**src/rtl/edge_irq_pkg.sv**
```systemverilog
package edge_irq_pkg;
  localparam int SEL_W = 3;
  localparam int NUM_MASKS = 4;

  typedef enum logic [SEL_W-1:0] {
    SEL_RISE_IRQ  = 3'd0,
    SEL_FALL_IRQ  = 3'd1,
    SEL_RISE_WAKE = 3'd2,
    SEL_FALL_WAKE = 3'd3,
    SEL_CLEAR     = 3'd4
  } sel_e;
endpackage

```
**src/rtl/eiw_sync.sv**
```systemverilog
module eiw_sync #(
  parameter int WIDTH  = 32,
  parameter int STAGES = 2
) (
  input  logic             clk_i,
  input  logic             rst_ni,
  input  logic [WIDTH-1:0] d_i,
  output logic [WIDTH-1:0] q_o
);
  logic [STAGES-1:0][WIDTH-1:0] stage_q;

  for (genvar s = 0; s < STAGES; s++) begin : g_stage
    if (s == 0) begin : g_first
      always_ff @(posedge clk_i or negedge rst_ni)
        if (!rst_ni) stage_q[s] <= '0;
        else         stage_q[s] <= d_i;
    end else begin : g_next
      always_ff @(posedge clk_i or negedge rst_ni)
        if (!rst_ni) stage_q[s] <= '0;
        else         stage_q[s] <= stage_q[s-1];
    end
  end

  assign q_o = stage_q[STAGES-1];
endmodule

```
**src/rtl/eiw_edge.sv**
```systemverilog
module eiw_edge #(
  parameter int WIDTH = 32
) (
  input  logic             clk_i,
  input  logic             rst_ni,
  input  logic [WIDTH-1:0] lvl_i,
  output logic [WIDTH-1:0] rise_o,
  output logic [WIDTH-1:0] fall_o
);
  logic [WIDTH-1:0] prev_q;

  always_ff @(posedge clk_i or negedge rst_ni)
    if (!rst_ni) prev_q <= '0;
    else         prev_q <= lvl_i;

  assign rise_o = lvl_i & ~prev_q;
  assign fall_o = ~lvl_i & prev_q;
endmodule

```
**src/rtl/eiw_mask_bank.sv**
```systemverilog
module eiw_mask_bank
  import edge_irq_pkg::*;
#(
  parameter int WIDTH = 32
) (
  input  logic                            clk_i,
  input  logic                            rst_ni,
  input  logic                            wr_en_i,
  input  logic [SEL_W-1:0]                wr_sel_i,
  input  logic [WIDTH-1:0]                wr_data_i,
  output logic [NUM_MASKS-1:0][WIDTH-1:0] mask_o
);
  for (genvar g = 0; g < NUM_MASKS; g++) begin : g_mask
    logic hit;
    assign hit = wr_en_i && (wr_sel_i == SEL_W'(g));
    always_ff @(posedge clk_i or negedge rst_ni)
      if (!rst_ni)  mask_o[g] <= '0;
      else if (hit) mask_o[g] <= wr_data_i;
  end
endmodule

```
**src/rtl/eiw_status.sv**
```systemverilog
module eiw_status #(
  parameter int WIDTH = 32
) (
  input  logic             clk_i,
  input  logic             rst_ni,
  input  logic [WIDTH-1:0] set_i,
  input  logic [WIDTH-1:0] clr_i,
  output logic [WIDTH-1:0] status_o
);
  // set applied after clear: set wins on collision
  always_ff @(posedge clk_i or negedge rst_ni)
    if (!rst_ni) status_o <= '0;
    else         status_o <= (status_o & ~clr_i) | set_i;
endmodule

```
**src/rtl/edge_irq_wake.sv**
```systemverilog
module edge_irq_wake
  import edge_irq_pkg::*;
#(
  parameter int NUM_PINS    = 32,
  parameter int SYNC_STAGES = 2
) (
  input  logic                clk_i,
  input  logic                rst_ni,
  input  logic [NUM_PINS-1:0] pin_i,
  input  logic                wr_en_i,
  input  logic [2:0]          wr_sel_i,
  input  logic [NUM_PINS-1:0] wr_data_i,
  input  logic [2:0]          rd_sel_i,
  output logic [NUM_PINS-1:0] rd_data_o,
  output logic [NUM_PINS-1:0] status_o,
  output logic                irq_o,
  output logic                wake_o
);
  logic [NUM_PINS-1:0] lvl, rise, fall, set_vec, clr_vec, wake_hit;
  logic [NUM_MASKS-1:0][NUM_PINS-1:0] masks;
  logic wake_q;

  eiw_sync #(.WIDTH(NUM_PINS), .STAGES(SYNC_STAGES)) u_sync (
    .clk_i, .rst_ni, .d_i(pin_i), .q_o(lvl)
  );

  eiw_edge #(.WIDTH(NUM_PINS)) u_edge (
    .clk_i, .rst_ni, .lvl_i(lvl), .rise_o(rise), .fall_o(fall)
  );

  eiw_mask_bank #(.WIDTH(NUM_PINS)) u_masks (
    .clk_i, .rst_ni, .wr_en_i, .wr_sel_i, .wr_data_i, .mask_o(masks)
  );

  assign set_vec  = (rise & masks[SEL_RISE_IRQ])  | (fall & masks[SEL_FALL_IRQ]);
  assign wake_hit = (rise & masks[SEL_RISE_WAKE]) | (fall & masks[SEL_FALL_WAKE]);
  assign clr_vec  = (wr_en_i && wr_sel_i == SEL_CLEAR) ? wr_data_i : '0;

  eiw_status #(.WIDTH(NUM_PINS)) u_status (
    .clk_i, .rst_ni, .set_i(set_vec), .clr_i(clr_vec), .status_o
  );

  always_ff @(posedge clk_i or negedge rst_ni)
    if (!rst_ni) wake_q <= 1'b0;
    else         wake_q <= |wake_hit;

  assign wake_o = wake_q;
  assign irq_o  = |status_o;

  always_comb begin
    unique case (rd_sel_i)
      SEL_RISE_IRQ:  rd_data_o = masks[SEL_RISE_IRQ];
      SEL_FALL_IRQ:  rd_data_o = masks[SEL_FALL_IRQ];
      SEL_RISE_WAKE: rd_data_o = masks[SEL_RISE_WAKE];
      SEL_FALL_WAKE: rd_data_o = masks[SEL_FALL_WAKE];
      SEL_CLEAR:     rd_data_o = status_o;
      default:       rd_data_o = '0;
    endcase
  end
endmodule

```
**config.mk**
```make
export PLATFORM = sky130hd
export DESIGN_NAME = edge_irq_wake
export DESIGN_NICKNAME = d
export VERILOG_FILES = /design/src/rtl/edge_irq_pkg.sv /design/src/rtl/eiw_sync.sv /design/src/rtl/eiw_edge.sv /design/src/rtl/eiw_mask_bank.sv /design/src/rtl/eiw_status.sv /design/src/rtl/edge_irq_wake.sv
export SDC_FILE = /design/constraint.sdc
export NUM_CORES = 1
export LEC_CHECK = 0
export CAP_MARGIN = 40
export CORE_MARGIN = 8
export CORE_UTILIZATION = 59
export DETAILED_ROUTE_END_ITERATION = 12
export GPL_ROUTABILITY_DRIVEN = 0
export PLACE_DENSITY = 0.95
export SYNTH_ARGS = -nofsm -noshare
export SYNTH_HDL_FRONTEND = slang
export SYNTH_SLANG_ARGS = --single-unit
```
**constraint.sdc**
```tcl
create_clock -name clk_i -period 2.63 [get_ports clk_i]
set_input_delay 0.526 -clock clk_i [delete_from_list [all_inputs] [get_ports clk_i]]
set_output_delay 0.526 -clock clk_i [all_outputs]
set_load 0.02 [all_outputs]
```
==> parameters.txt, run 1 <==
Parameter                              Value

Floorplan
  Overall die area ... 22,400 um2
  Std cell rows ... 49
  Die width ... 150 um
  Starting density of the core ... 59.3%
  Vert. Die Dim ... roughly 150 um
  I/O pin cnt ... about 140
  Area of the core ... approximately 18,000 um2

Finish
  Most frequent standard cell in the layout excluding fill and tap cells ... dfrtp_1
  Layout cells sized above 1 ... 25.8%
  Layout overhead on the synthesized area ... 28.4%
  Utilization after layout ... 76.2%
  Commonest cells after routing, fill and taps aside ... dfrtp_1, mux2_2, clkdlybuf4s50_1
  Number of antenna cells inserted ... 0
  Post-layout net count ... 1,038
  Count of fill cells added during filler insertion ... between 900 and 1,000

Detailed routing
  WL/cell ... 26.1 um
  Per-cell via count in the routed design ... between 6 and 7
  Number of iterations in the first detailed-routing pass ... 6
  Residual DRC ... 0
  Iteration-0 DRC count of the detailed router ... 876
  Post-detailed-route count of antenna-violating nets ... 0
  Routed wire length ... 31,700 um
  Vias ... 7,976

Synthesis
  Mean Syn Cell Area ... 13.4 um2
  Share of synthesized registers carrying an async set or reset ... 100%
  FF+latch count, synth ... 257
  Post-synth EDFFs ... 0
  Fraction of the yosys area taken by sequential cells ... between 60% and 70%
  Distinct cells, synth ... 40
  Number of warnings reported in the yosys synthesis log ... 0
  Cell count after synthesis ... 786
  Area of the mapped netlist ... 10,500 um2
  Synthesized netlist net count ... 859
  Main synth FF type ... dfrtp_1

Run
  Total of max-cap violations ... 0

Clock network
  Clock-pin transition on the worst setup and hold timing paths ... ~0.070 ns
  Max Root-Sink Buffers ... 3
  Clock sink count ... 257
  Clk root buf ... clkbuf_16
  Insertion delay to the later sink of the worst-skew pair ... between 0.5 and 0.6 ns
  CTS tree ... built
  H-tree depth ... 1
  Number of buffers created by CTS ... 26

Timing
  Final hold vios ... 0
  Final-report max-slew violation count ... 0
  Largest clock skew in the final design ... 0.0134 ns
  Worst relative slew slack ... a little under three fifths
  Fin worst setup slack ... approximately 0.068 ns
  Maximum frequency from static timing analysis ... roughly 390 MHz
  Crit share post-route ... 97.4%
  Unrepaired setup endpoints after global routing ... false
  Setup violation total in the final timing report ... 0
  Slew @ Worst Pin ... 0.648 ns
  Post-layout minimum cycle time ... around 2.6 ns

Power and ir drop
  Areal power density over the cells ... 799 nW/um2
  Tot Pwr ... between 10 and 15 mW
  Standby leakage power ... a little under 6 nW
  Peak supply drop ... 0.619 mV

Setup path
  Critical Path Fanout Max ... 2
  Critical Setup Path Class ... reg -> out
  Launching element type of the critical path ... flip-flop
  Worst path arrival time ... ~2.0 ns
  Crit end category ... output port
  Data required time of the worst path ... 2.10 ns

Global route
  Maximum number of pins on one net before global-route repair ... 63
  Vias in the first global route ... 8,435
  First-pass GRT wire length ... 49,200 um
  All-Layer GR Usage ... 28.6%
  Number of antenna violations at the first check in global routing ... 2
  Remaining global-route overflow ... 0

Placement
  Detail Placement HPWL ... about 20,000 um
  PortBufs ... 138
  Place WS ... -0.501 ns

Status
  Status ... finished, final reports clean

Min path
  Class of the most critical hold timing path ... reg -> reg
-- report_power, final --
| part | leakage [nW] | internal (mW) | switching, mW | total (mW) |
|---|---|---|---|---|
| combinational | 2.41 | 0.988 | 0.914 | 1.90 |
| sequential | 2.96 | 4.54 | 0.569 | 5.11 |
| clock | 0.435 | 2.26 | 1.52 | 3.78 |
-- critical path, cell delays in order (launching register included) --
cell and delay, ns:
dfrtp_2 0.45, nor4_4 0.34, buf_4 0.17, nand4_1 0.10, or2_4 0.28, buf_2 0.16
-- state kept, by name (all words and copies together), names as in the netlist --
name and cells:
u_sync.stage_q 32, wake_o 1, u_edge.prev_q 32, u_masks.mask_o 128, u_status.status_o 32, u_sync.q_o 32
-- cells in the mapped netlist (3+ instances only) --
| master | instances | share of area [%] |
|---|---|---|
| o22ai_1 | 3 | 0.18 |
| mux2i_1 | 32 | 3.0 |
| inv_1 | 6 | 0.21 |
| dfrtp_1 | 257 | 61 |
| nor2_1 | 11 | 0.39 |
| nor2b_1 | 30 | 1.8 |
| and2b_2 | 4 | 0.33 |
| a222oi_1 | 5 | 0.48 |
| mux2_1 | 5 | 0.54 |
| buf_2 | 22 | 1.0 |
| nand4_1 | 10 | 0.59 |
| and3b_1 | 14 | 1.2 |
| clkbuf_1 | 11 | 0.39 |
| a221o_1 | 54 | 5.1 |
| nor4_1 | 10 | 0.59 |
| o21ai_0 | 37 | 1.8 |
| mux2_2 | 123 | 13 |
| a22oi_1 | 10 | 0.71 |
| nand2_1 | 86 | 3.1 |
| a21o_1 | 4 | 0.29 |
| nand3b_1 | 29 | 2.1 |
-- final timing paths --
| check | from | endpoint | slack (ns) | cells after the start |
|---|---|---|---|---|
| worst max-delay path | u_status.status_o[18] | irq_o | 0.07 | 5 |
| worst min-delay path | u_sync.stage_q[28] | u_sync.q_o[28] | 0.35 | 0 |
| worst max register to register | u_edge.prev_q[6] | wake_o | 0.70 | 5 |
| worst min register to register | u_sync.stage_q[28] | u_sync.q_o[28] | 0.35 | 0 |
| max in group asynchronous | rst_ni | u_status.status_o[15] | 1.24 | 3 |
| min in group asynchronous | rst_ni | u_sync.stage_q[13] | 0.50 | 2 |
-- metal layers --
metal	vias to the layer above	GRT usage, %	wire [um]
met5	-	0	9
met4	2	14.0	1510
met3	127	6.86	3310
met2	564	46.6	15300
met1	4007	35.2	11600
li1	3276	-	-
-- kinds of logic (layout without fill, tap and decap cells) --
group | after synthesis | in the layout | synth area share [%]
AND/OR/NAND/NOR | 208 | 208 | 11.2
AO/OA/AOI/OAI | 122 | 122 | 9.27
buffers and inverters | 39 | 236 | 1.65
flip-flops | 257 | 257 | 61.2
multiplexers | 160 | 160 | 16.8
-- metrics by stage --
| stage | hold slack, ns | instances | instance area, um2 | TNS [ns] |
|---|---|---|---|---|
| final | 0.345 | 1212 | 13500 | 0 |
| after global routing | 0.352 | 1212 | 13500 | 0 |
| after CTS | 0.348 | 1211 | 13500 | 0 |
| after detailed placement | 0.335 | 1162 | 12600 | -13.15 |
| after global placement | 0.332 | 1162 | 12600 | -11.51 |
| after floorplan | 0.230 | 786 | 10500 | 0 |
-- layout make-up --
cell class / count / area, um2 / share of cell area (%)
inverter: 6 / 22.5 / 0.167
sequential: 257 / 6430 / 47.7
timing repair buffer: 184 / 1840 / 13.6
clock inverter: 9 / 104 / 0.769
clock buffer: 37 / 783 / 5.80
multi-input combinational: 490 / 4030 / 29.9
tap: 229 / 287 / 2.12
-- timing repair --
action	in CTS	in global routing
endpoints found under the setup margin	33	9
gates resized for setup	104	9
hold buffers	1	0
setup buffers	1	1
cloned	1	0
pin swaps	2	2
hold endpoints to repair	52	0
Note: power is estimated with default switching activity, not from simulation.
==> run 2, diff against run 1 <==
ABC_CLOCK_PERIOD_IN_PS = 2630   (was default)
==> results of run 2 <==
The final DEF is identical to that of run 1; final timing and power are the same.
==> run 3, diff against run 2 <==
SKIP_CTS_REPAIR_TIMING = 1   (was default)
==> parameters.txt, run 3 (synthesis results as in run 1) <==
Parameter                              Value

Status
  Status ... complete, but fails checks
  Violated checks ... negative setup slack

Clock network
  Clk root buf ... clkbuf_16
  CTS tree ... built
  Max Root-Sink Buffers ... 3
  Insertion delay to the later sink of the worst-skew pair ... ~0.53 ns
  Number of buffers created by CTS ... 26
  H-tree depth ... 1
  Clock-pin transition on the worst setup and hold timing paths ... 0.06 ns
  Clock sink count ... ~260

Timing
  Setup violation total in the final timing report ... 1
  Slew @ Worst Pin ... 0.585 ns
  Post-Route Setup TNS ... -0.0135 ns
  Crit share post-route ... 101%
  Final hold vios ... 0
  Final hold slack ... 0.345 ns
  Worst relative slew slack ... between 60 and 70%
  Final-report max-slew violation count ... 0
  Fin worst setup slack ... -0.0135 ns
  Unrepaired setup endpoints after global routing ... false
  Largest clock skew in the final design ... 0.00892 ns
  Maximum frequency from static timing analysis ... 378 MHz
  Post-layout minimum cycle time ... roughly 2.6 ns

Global route
  All-Layer GR Usage ... between 20% and 30%
  First-pass GRT wire length ... 48,300 um
  Number of antenna violations at the first check in global routing ... 2
  Remaining global-route overflow ... 0
  Vias in the first global route ... roughly 8,400
  Maximum number of pins on one net before global-route repair ... 63

Floorplan
  I/O pin cnt ... 139
  Starting density of the core ... 59.3%
  Vert. Die Dim ... roughly 150 um
  Die width ... 150 um
  Std cell rows ... 49
  Overall die area ... 22,400 um2
  Area of the core ... 17,700 um2

Min path
  Class of the most critical hold timing path ... reg -> reg
  Hold Path Cell Cnt ... 0

Placement
  Detail Placement HPWL ... 20,100 um
  Place WS ... -0.501 ns
  Cell total after placement ... roughly 1,200
  PortBufs ... 138

Power and ir drop
  Peak supply drop ... 0.630 mV
  Tot Pwr ... 10.8 mW
  Standby leakage power ... 6.15 nW
  Areal power density over the cells ... 795 nW/um2

Finish
  Commonest cells after routing, fill and taps aside ... dfrtp_1, mux2_2, clkdlybuf4s50_1
  Top reg by flops ... u_masks.mask_o
  Layout cells sized above 1 ... 24.0%
  Count of fill cells added during filler insertion ... 940
  Most frequent standard cell in the layout excluding fill and tap cells ... dfrtp_1
  Non-Filler Instances ... 1,211
  Post-layout net count ... ~1,000
  Max reg flops ... 128
  Number of antenna cells inserted ... 0
  Layout overhead on the synthesized area ... 29.6%

Setup path
  Data required time of the worst path ... ~2.1 ns
  Crit end category ... output port
  Worst path arrival time ... 2.12 ns
  Critical Path Fanout Max ... 8
  Launching element type of the critical path ... input port
  Critical Setup Path Class ... in -> out
  Worst-case reg-to-reg path depth ... 5

Detailed routing
  Number of iterations in the first detailed-routing pass ... 6
  Post-detailed-route count of antenna-violating nets ... 0
  Vias ... 8,010
  Iteration-0 DRC count of the detailed router ... 953
  Routed wire length ... between 30,000 and 40,000 um
  Residual DRC ... 0
  Per-cell via count in the routed design ... about 6.6
  WL/cell ... 26.3 um

Run
  Total of max-cap violations ... 0
[run 3: path summary, 6_finish.rpt]
check / slack [ns] / from / end
hold reg to reg: 0.35 / u_sync.stage_q[28] / u_sync.q_o[28]
min in group asynchronous: 0.51 / rst_ni / u_sync.q_o[13]
hold / removal: 0.35 / u_sync.stage_q[28] / u_sync.q_o[28]
setup reg to reg: 0.70 / u_sync.q_o[6] / wake_o
max in group asynchronous: 1.24 / rst_ni / u_status.status_o[15]
setup / recovery: -0.01 / rd_sel_i[1] / rd_data_o[27]
[run 3: metal layers]
layer	vias to the layer above	global-route usage (%)	wire length [um]
met2	575	45.0	15100
li1	3264	-	-
met5	-	0	22
met4	4	14.2	1640
met3	151	6.35	3240
met1	4016	34.9	11900
[run 3: per-stage QoR]
stage / cell area (um2) / utilization [%]
final: 13600 / 76.9
after global routing: 13600 / 76.9
after CTS: 13400 / 75.9
after detailed placement: 12600 / 70.9
after global placement: 12600 / 70.9
after floorplan: 10500 / -
[run 3: area by class of cell]
cell class	count	area (um2)	area share, %
flip-flops and latches	257	6430	47.2
repair buffers	183	1970	14.5
clock buffers	37	783	5.75
inverters	6	22.5	0.165
well taps	229	287	2.10
clock inverters	9	104	0.762
multi-input cells	490	4030	29.5
[run 3: critical path, cell delays in order]
cell and delay, ns:
buf_2 0.30, buf_4 0.27, mux2i_1 0.29, o21ai_0 0.17, a221o_1 0.32, dlymetal6s2s_1 0.23
[run 3: power by group]
| group | switching, mW | internal [mW] |
|---|---|---|
| sequential | 0.568 | 4.54 |
| combinational | 0.919 | 1.02 |
| clock | 1.53 | 2.26 |
